<file path="src/rtl/dit_pkg.sv">
package dit_pkg;
  // register addresses whose decode the timers depend on
  localparam logic [7:0] ADDR_A_HI = 8'h24;
  localparam logic [7:0] ADDR_A_LO = 8'h25;
  localparam logic [7:0] ADDR_B    = 8'h26;
  localparam logic [7:0] ADDR_CMD  = 8'h27;

  // command byte bit positions
  localparam int CB_LOAD_A = 0;
  localparam int CB_LOAD_B = 1;
  localparam int CB_IEN_A  = 2;
  localparam int CB_IEN_B  = 3;
  localparam int CB_CLR_A  = 4;
  localparam int CB_CLR_B  = 5;

  typedef struct packed {
    logic load;
    logic ien;
    logic clr;
  } chan_cmd_t;
endpackage

</file>
<file path="src/rtl/dit_prescaler.sv">
module dit_prescaler #(
  parameter int DIV = 288
) (
  input  logic clk,
  input  logic rst,
  output logic tick_o
);
  localparam int CW = (DIV > 2) ? $clog2(DIV) : 1;
  localparam logic [CW-1:0] LAST = CW'(DIV - 1);

  logic [CW-1:0] cnt;

  always_ff @(posedge clk) begin
    if (rst)              cnt <= '0;
    else if (cnt == LAST) cnt <= '0;
    else                  cnt <= cnt + CW'(1);
  end

  assign tick_o = (cnt == LAST);
endmodule

</file>
<file path="src/rtl/dit_regs.sv">
module dit_regs
  import dit_pkg::*;
#(
  parameter int A_WIDTH = 10,
  parameter int B_WIDTH = 8
) (
  input  logic               clk,
  input  logic               rst,
  input  logic               wr_en,
  input  logic [7:0]         wr_addr,
  input  logic [7:0]         wr_data,
  output logic [A_WIDTH-1:0] reload_a,
  output logic [B_WIDTH-1:0] reload_b,
  output logic               cmd_wr,
  output chan_cmd_t          cmd_a,
  output chan_cmd_t          cmd_b
);
  localparam int A_LO = A_WIDTH - 8;

  logic [7:0]      a_hi;
  logic [A_LO-1:0] a_lo;

  always_ff @(posedge clk) begin
    if (rst) begin
      a_hi     <= '0;
      a_lo     <= '0;
      reload_b <= '0;
    end else if (wr_en) begin
      case (wr_addr)
        ADDR_A_HI: a_hi     <= wr_data;
        ADDR_A_LO: a_lo     <= wr_data[A_LO-1:0];
        ADDR_B:    reload_b <= wr_data[B_WIDTH-1:0];
        default: ;
      endcase
    end
  end

  assign reload_a = {a_hi, a_lo};
  assign cmd_wr   = wr_en && (wr_addr == ADDR_CMD);

  always_comb begin
    cmd_a = '{load: wr_data[CB_LOAD_A], ien: wr_data[CB_IEN_A], clr: wr_data[CB_CLR_A]};
    cmd_b = '{load: wr_data[CB_LOAD_B], ien: wr_data[CB_IEN_B], clr: wr_data[CB_CLR_B]};
  end
endmodule

</file>
<file path="src/rtl/dit_channel.sv">
module dit_channel
  import dit_pkg::*;
#(
  parameter int W = 10
) (
  input  logic         clk,
  input  logic         rst,
  input  logic         tick,
  input  logic         cmd_wr,
  input  chan_cmd_t    cmd,
  input  logic [W-1:0] reload,
  output logic [W-1:0] cnt_o,
  output logic         flag_o
);
  logic ien;
  logic running;
  logic expire;

  assign running = (cnt_o != '0);
  // a command write owns the cycle: no step, no expiry
  assign expire  = !cmd_wr && tick && (cnt_o == W'(1));

  always_ff @(posedge clk) begin
    if (rst) begin
      cnt_o  <= '0;
      ien    <= 1'b0;
      flag_o <= 1'b0;
    end else if (cmd_wr) begin
      ien <= cmd.ien;
      if (!cmd.load)    cnt_o <= '0;
      else if (!running) cnt_o <= reload;
      if (cmd.clr)      flag_o <= 1'b0;
    end else if (expire) begin
      cnt_o <= reload;
      if (ien) flag_o <= 1'b1;
    end else if (tick && running) begin
      cnt_o <= cnt_o - W'(1);
    end
  end
endmodule

</file>
<file path="src/rtl/dual_interval_timer.sv">
module dual_interval_timer
  import dit_pkg::*;
#(
  parameter int A_WIDTH = 10,
  parameter int B_WIDTH = 8,
  parameter int A_DIV   = 288,
  parameter int B_DIV   = 2304
) (
  input  logic       clk,
  input  logic       rst,
  input  logic       wr_en,
  input  logic [7:0] wr_addr,
  input  logic [7:0] wr_data,
  input  logic       busy_in,
  output logic [7:0] status_o,
  output logic       irq_o
);
  logic [A_WIDTH-1:0] reload_a, cnt_a;
  logic [B_WIDTH-1:0] reload_b, cnt_b;
  logic               cmd_wr, tick_a, tick_b, flag_a, flag_b;
  chan_cmd_t          cmd_a, cmd_b;

  dit_regs #(.A_WIDTH(A_WIDTH), .B_WIDTH(B_WIDTH)) u_regs (
    .clk(clk), .rst(rst), .wr_en(wr_en), .wr_addr(wr_addr), .wr_data(wr_data),
    .reload_a(reload_a), .reload_b(reload_b), .cmd_wr(cmd_wr),
    .cmd_a(cmd_a), .cmd_b(cmd_b)
  );

  dit_prescaler #(.DIV(A_DIV)) u_pre_a (.clk(clk), .rst(rst), .tick_o(tick_a));
  dit_prescaler #(.DIV(B_DIV)) u_pre_b (.clk(clk), .rst(rst), .tick_o(tick_b));

  dit_channel #(.W(A_WIDTH)) u_chan_a (
    .clk(clk), .rst(rst), .tick(tick_a), .cmd_wr(cmd_wr), .cmd(cmd_a),
    .reload(reload_a), .cnt_o(cnt_a), .flag_o(flag_a)
  );

  dit_channel #(.W(B_WIDTH)) u_chan_b (
    .clk(clk), .rst(rst), .tick(tick_b), .cmd_wr(cmd_wr), .cmd(cmd_b),
    .reload(reload_b), .cnt_o(cnt_b), .flag_o(flag_b)
  );

  assign status_o = {busy_in, 5'b0, flag_b, flag_a};
  assign irq_o    = flag_a | flag_b;
endmodule

</file>
<file path="config.mk">
export PLATFORM = sky130hd
export DESIGN_NAME = dual_interval_timer
export DESIGN_NICKNAME = d
export VERILOG_FILES = /design/src/rtl/dit_pkg.sv /design/src/rtl/dit_prescaler.sv /design/src/rtl/dit_regs.sv /design/src/rtl/dit_channel.sv /design/src/rtl/dual_interval_timer.sv
export SDC_FILE = /design/constraint.sdc
export NUM_CORES = 1
export LEC_CHECK = 0
export BUFFER_PORTS_ARGS = -buffer_cell sky130_fd_sc_hd__buf_2
export CORE_AREA = 3 3 118 120
export DETAILED_ROUTE_END_ITERATION = 16
export DIE_AREA = 0 0 121 123
export PLACE_DENSITY = 0.41
export SLEW_MARGIN = 5
export SYNTH_ARGS = -nofsm -noshare
export SYNTH_HDL_FRONTEND = slang
export SYNTH_SLANG_ARGS = --single-unit
export TNS_END_PERCENT = 20
</file>
<file path="constraint.sdc">
create_clock -name clk -period 5.3 [get_ports clk]
set_input_delay 0.53 -clock clk [delete_from_list [all_inputs] [get_ports clk]]
set_output_delay 0.53 -clock clk [all_outputs]
set_load 0.02 [all_outputs]
</file>
==> results.yml, run 1 <==
status:
  outcome: "finished, final reports clean"
pwr:
  p_leak_nw: 1.48
  power_density_nw_per_um2: 307
  ir_worst_vdd_v: 0.000110
drt:
  finalWirelength_um: 7750
  drt-initial-drc-count: 112
  drc_errors: 0
  vias_per_cell: 4.49
  drtAntennaViolNets: 0
  dr_total_vias: 2552
  avgRoutedWirePerCell_um: 13.6
  dr.pass1.iters: 4
timing:
  period_needed_ps: 2910
  fin_skew_ps: 5.70
  drv_slew: 0
  post-route-period-util: 0.550
  hold_viol: 0
  rsz0062_at_grt: "false"
  fmax_mhz: 343
  finalSetupViolCount: 0
  setup-tns-final_ps: 0
  worstMarginPinSlew_ps: 891
  max_slew_margin: 0.406
logic_synthesis:
  synth_seq_area_share: 0.380
  syn-cell-area_um2: 3210
  ys_warn_count: 0
  ys_ff_latch: 61
  ys.flop_type: "dfxtp_1"
  synth.distinct_cells: 56
  syn_inst: 374
  synth_enable_flop_cells: 0
  synthArstFlopShare: 0
  syn_area_per_cell_um2: 8.58
grt:
  antenna_found_initial: 3
  grt_pass1_wl_um: 13000
  track_usage: 0.113
  grt_pass1_vias: 2504
  grt.overflow.total: 0
  grt_start_max_net_pins: 50
cts:
  post-cts-setup-buffer-count: 0
  hold_buffers: 0
  cts.htree.levels: 3
  root_buffer: "clkbuf_16"
  numCtsBuffers: 9
  cts_resized: 0
  clock_path_buffers: 2
  clk_pin_slew_ps: 50
  tritoncts: "yes"
  worstSkewPairLatency_ps: 330
  cts.sinks: 61
setup_path:
  worstSetupStartpointType: "flop"
  required_ps: 5490
  crit_fanout: 11
  end_kind: "flop"
  worstSetupPathType: "reg2reg"
  worstPathArrival_ps: 3100
finish:
  final_cell_area_um2: 3750
  area_growth_pct: 16.9
  drive_gt1_frac: 0.158
  diodes: 0
  nets: 414
die:
  fp-row-count: 42
  die-width_um: 121
  initial_core_util: 0.245
  core_area_um2: 13100
  die-height_um: 123
  ios: 29
  die_area_um2: 14900
hold_path:
  hold_class: "reg2reg"
job:
  cap_violations: 0
placement:
  portBuffers: 21
  place_congestion: 0.823
  dp_hpwl_um: 5420
  post_dp_cell_area_um2: 3420
## area by class of cell
type / count / area [µm²]
Fill cell: 1382 / 9330
Multi-Input combinational cell: 279 / 1810
Sequential cell: 61 / 1220
Clock buffer: 13 / 260
Tap cell: 176 / 220
Timing Repair Buffer: 24 / 128
Clock inverter: 3 / 67.6
Inverter: 12 / 45.0
## placed cells by master, fill, tap and decap left out, types with 6 or more instances in the layout
cell type   n
o21ai_0     7
nand3_1    12
ha_1        7
a311oi_1    6
xor2_1     12
mux2i_1    19
nor2_1     73
nand2_1    35
a21oi_1    14
inv_1      12
buf_2      21
xnor2_1     9
clkbuf_16   9
dfxtp_1    61
## worst max-delay path: stages (launching register included)
cell,delay [ps]
dfxtp_1,330
inv_1,130
ha_1,230
or4b_1,650
a2111oi_4,420
o31a_1,470
or2_1,430
o32ai_2,130
## through the flow
stage	hold WS [ps]	util	power, mW	cells	worst slack [ps]
2_1_floorplan	430	-	0.504	378	3150
3_3_place_gp	442	0.262	0.517	552	2410
3_5_place_dp	450	0.262	0.517	552	2300
4_1_cts	455	0.287	1.17	568	2370
5_1_grt	488	0.287	1.20	568	2180
6_report	454	0.287	1.15	568	2390
## power by group
group / internal [mW] / leakage (nW) / switching, mW / total, mW
Combinational: 0.0139 / 0.835 / 0.0254 / 0.0393
Clock: 0.437 / 0.156 / 0.207 / 0.644
Sequential: 0.463 / 0.492 / 0.00399 / 0.467
Total: 0.915 / 1.48 / 0.236 / 1.15
## final timing paths
path                                       start                        endpoint  slack, ps  depth (start not counted)
setup / recovery  u_chan_a.cnt_o[0]$_SDFFE_PP0P_  u_chan_a.cnt_o[6]$_SDFFE_PP0P_       2390                          7
hold / removal         u_chan_a.ien$_SDFFE_PP0N_       u_chan_a.ien$_SDFFE_PP0N_        450                          2
setup reg to reg  u_chan_a.cnt_o[0]$_SDFFE_PP0P_  u_chan_a.cnt_o[6]$_SDFFE_PP0P_       2390                          7
hold reg to reg        u_chan_a.ien$_SDFFE_PP0N_       u_chan_a.ien$_SDFFE_PP0N_        450                          2
## synthesized netlist by cell type (5+ instances only)
library cell / count / area [µm²]
clkbuf_1: 8 / 30.0
a21oi_1: 14 / 70.1
nor2_1: 73 / 274
dfxtp_1: 61 / 1220
nand3_1: 12 / 60.1
a311oi_1: 6 / 52.6
a211oi_1: 5 / 37.5
mux2i_1: 19 / 190
xor2_1: 12 / 105
inv_1: 12 / 45.0
buf_4: 10 / 75.1
o21ai_0: 7 / 35.0
ha_1: 7 / 87.6
xnor2_1: 9 / 78.8
nand2_1: 35 / 131
## sequential cells by signal, indices dropped and copies added, names as in the netlist
name / count
u_chan_a.ien: 1
u_chan_b.cnt_o: 8
u_chan_a.cnt_o: 10
u_regs.a_lo: 2
u_regs.a_hi: 8
u_pre_a.cnt: 9
u_chan_b.flag_o: 1
u_regs.reload_b: 8
u_pre_b.cnt: 12
u_chan_a.flag_o: 1
u_chan_b.ien: 1
## logic make-up (layout without fill, tap and decap cells)
| kind of cell | count (synthesis) | count (layout) | synth area share |
|---|---|---|---|
| AND/OR/NAND/NOR | 168 | 168 | 0.256 |
| buffers and inverters | 38 | 52 | 0.0624 |
| multiplexers | 21 | 21 | 0.0662 |
| other | 1 | 5 | 0.00117 |
| AO/OA/AOI/OAI | 57 | 57 | 0.150 |
| adder cells (fa/ha/maj) | 7 | 7 | 0.0273 |
| XOR/XNOR | 21 | 21 | 0.0573 |
| flip-flops | 61 | 61 | 0.380 |
## layer usage
layer | part of all wire | routed length (µm) | vias to the layer above | global-route usage
met5 | 0.0035 | 27 | - | 0
met4 | 0.013 | 100 | 6 | 0.0368
met3 | 0.047 | 367 | 14 | 0.0398
met2 | 0.43 | 3330 | 45 | 0.173
met1 | 0.51 | 3920 | 1167 | 0.149
li1 | - | - | 1320 | -
No activity file was read; power rests on OpenSTA's default activity.
==> inputs of run 2 (changes only) <==
==> constraint.sdc (replaced) <==
create_clock -name clk -period 2.8 [get_ports clk]
set_input_delay 0.28 -clock clk [delete_from_list [all_inputs] [get_ports clk]]
set_output_delay 0.28 -clock clk [all_outputs]
set_load 0.02 [all_outputs]
==> run 2 against run 1 <==
Effect of this change: worst hold slack got worse by 250 ps; register-to-register slack got worse by 2100 ps; global-route usage decreased by 0.50 points; worst setup slack got worse by 2100 ps; via count increased by 1.8%; clock power increased by 89%; non-clock buffer count increased by 6; core utilization increased by 0.40 points; sequential share of layout area decreased by 0.45 points; critical endpoint unchanged.
==> results.yml, run 2 (same netlist as run 1, synthesis figures left out) <==
timing:
  period_needed_ps: 2500
  setup-tns-final_ps: 0
  hold_viol: 0
  max_slew_margin: 0.417
  finalSetupViolCount: 0
  post-route-period-util: 0.891
  fmax_mhz: 401
  drv_slew: 0
  fin_skew_ps: 5.04
  rsz0062_at_grt: "false"
  holdWs_ps: 209
  worstMarginPinSlew_ps: 875
grt:
  antenna_found_initial: 1
  grt.overflow.total: 0
  grt_pass1_wl_um: 12700
  grt_start_max_net_pins: 22
  track_usage: 0.108
  grt_pass1_vias: 2555
finish:
  regMostFlops: "u_pre_b.cnt"
  largest_reg_flops: 12
  area_growth_pct: 18.5
  fin_util: 0.291
  nets: 420
  diodes: 0
  most-common-layout-cells: "73 x nor2_1, 61 x dfxtp_1, 35 x nand2_1, 21 x buf_2, 19 x mux2i_1"
  reg.largest.list: "u_pre_b.cnt x12, u_chan_a.cnt_o x10, u_pre_a.cnt x9"
  layout_commonest_cell: "nor2_1"
  fill_cells: 1379
  drive_gt1_frac: 0.176
drt:
  drc_errors: 0
  finalWirelength_um: 7530
  drt-initial-drc-count: 88
  dr_total_vias: 2599
  vias_per_cell: 4.53
  dr.pass1.iters: 4
  avgRoutedWirePerCell_um: 13.1
  drtAntennaViolNets: 0
die:
  die-width_um: 121
  ios: 29
  fp-row-count: 42
  core_area_um2: 13100
  die-height_um: 123
  initial_core_util: 0.245
  die_area_um2: 14900
placement:
  portBuffers: 21
  dp_hpwl_um: 5510
  place_congestion: 0.821
setup_path:
  worstSetupStartpointType: "flop"
  crit_fanout: 7
  rrSetupSlack_ps: 300
  worstPathArrival_ps: 2690
  end_kind: "flop"
  required_ps: 2990
  worstSetupPathType: "reg2reg"
cts:
  clock_path_buffers: 2
  cts.htree.levels: 3
  numCtsBuffers: 9
  tritoncts: "yes"
  cts_resized: 0
  worstSkewPairLatency_ps: 330
  clk_pin_slew_ps: 50
  hold_buffers: 0
  root_buffer: "clkbuf_16"
  cts.sinks: 61
  post-cts-setup-buffer-count: 0
status:
  outcome: "finished, final reports clean"
pwr:
  ir_worst_vdd_v: 0.000225
  power_density_nw_per_um2: 574
  p_leak_nw: 1.52
  power_mw: 2.18
hold_path:
  hold_class: "in2reg"
job:
  cap_violations: 0
run 2: metal layers:
| layer | part of all wire | track usage | up-vias |
|---|---|---|---|
| li1 | - | - | 1334 |
| met1 | 0.50 | 0.144 | 1204 |
| met2 | 0.43 | 0.164 | 43 |
| met3 | 0.046 | 0.0325 | 16 |
| met4 | 0.021 | 0.0432 | 2 |
| met5 | 0.0017 | 0 | - |
run 2: layout make-up:
class | instances | area, µm² | share of cell area
clock buffers | 11 | 253 | 0.0664
clock inverters | 5 | 82.6 | 0.0217
inverters | 12 | 45.0 | 0.0118
multi-input cells | 279 | 1810 | 0.476
flip-flops and latches | 61 | 1220 | 0.321
well taps | 176 | 220 | 0.0579
repair buffers | 30 | 173 | 0.0454
run 2: worst paths after layout:
| path | startpoint | to | depth (start not counted) |
|---|---|---|---|
| setup / recovery | u_chan_a.cnt_o[0]$_SDFFE_PP0P_ | u_chan_a.cnt_o[6]$_SDFFE_PP0P_ | 7 |
| hold / removal | wr_data[6] | u_regs.reload_b[6]$_SDFFE_PP0P_ | 3 |
| setup reg to reg | u_chan_a.cnt_o[0]$_SDFFE_PP0P_ | u_chan_a.cnt_o[6]$_SDFFE_PP0P_ | 7 |
| hold reg to reg | u_chan_a.ien$_SDFFE_PP0N_ | u_chan_a.ien$_SDFFE_PP0N_ | 2 |
run 2: critical path, cell delays in order, from the launching register on:
cell and delay, ps:
dfxtp_1 340, inv_1 110, ha_1 210, or4b_1 630, a2111oi_4 430, o31a_1 180
or2_1 340, o32ai_2 130
run 2: power by group:
| group | internal (mW) | leakage [nW] | total (mW) | switching [mW] |
|---|---|---|---|---|
| registers | 0.877 | 0.492 | 0.885 | 0.00755 |
| logic | 0.0280 | 0.864 | 0.0766 | 0.0486 |
| clock network | 0.828 | 0.166 | 1.22 | 0.393 |
run 2: per-stage QoR:
step / worst slack [ps] / cells / area, µm²
floorplan: 654 / 378 / 3230
global placement: 369 / 558 / 3470
detailed placement: 308 / 558 / 3470
CTS: 274 / 574 / 3800
global route: 42.1 / 574 / 3800
finish: 304 / 574 / 3800
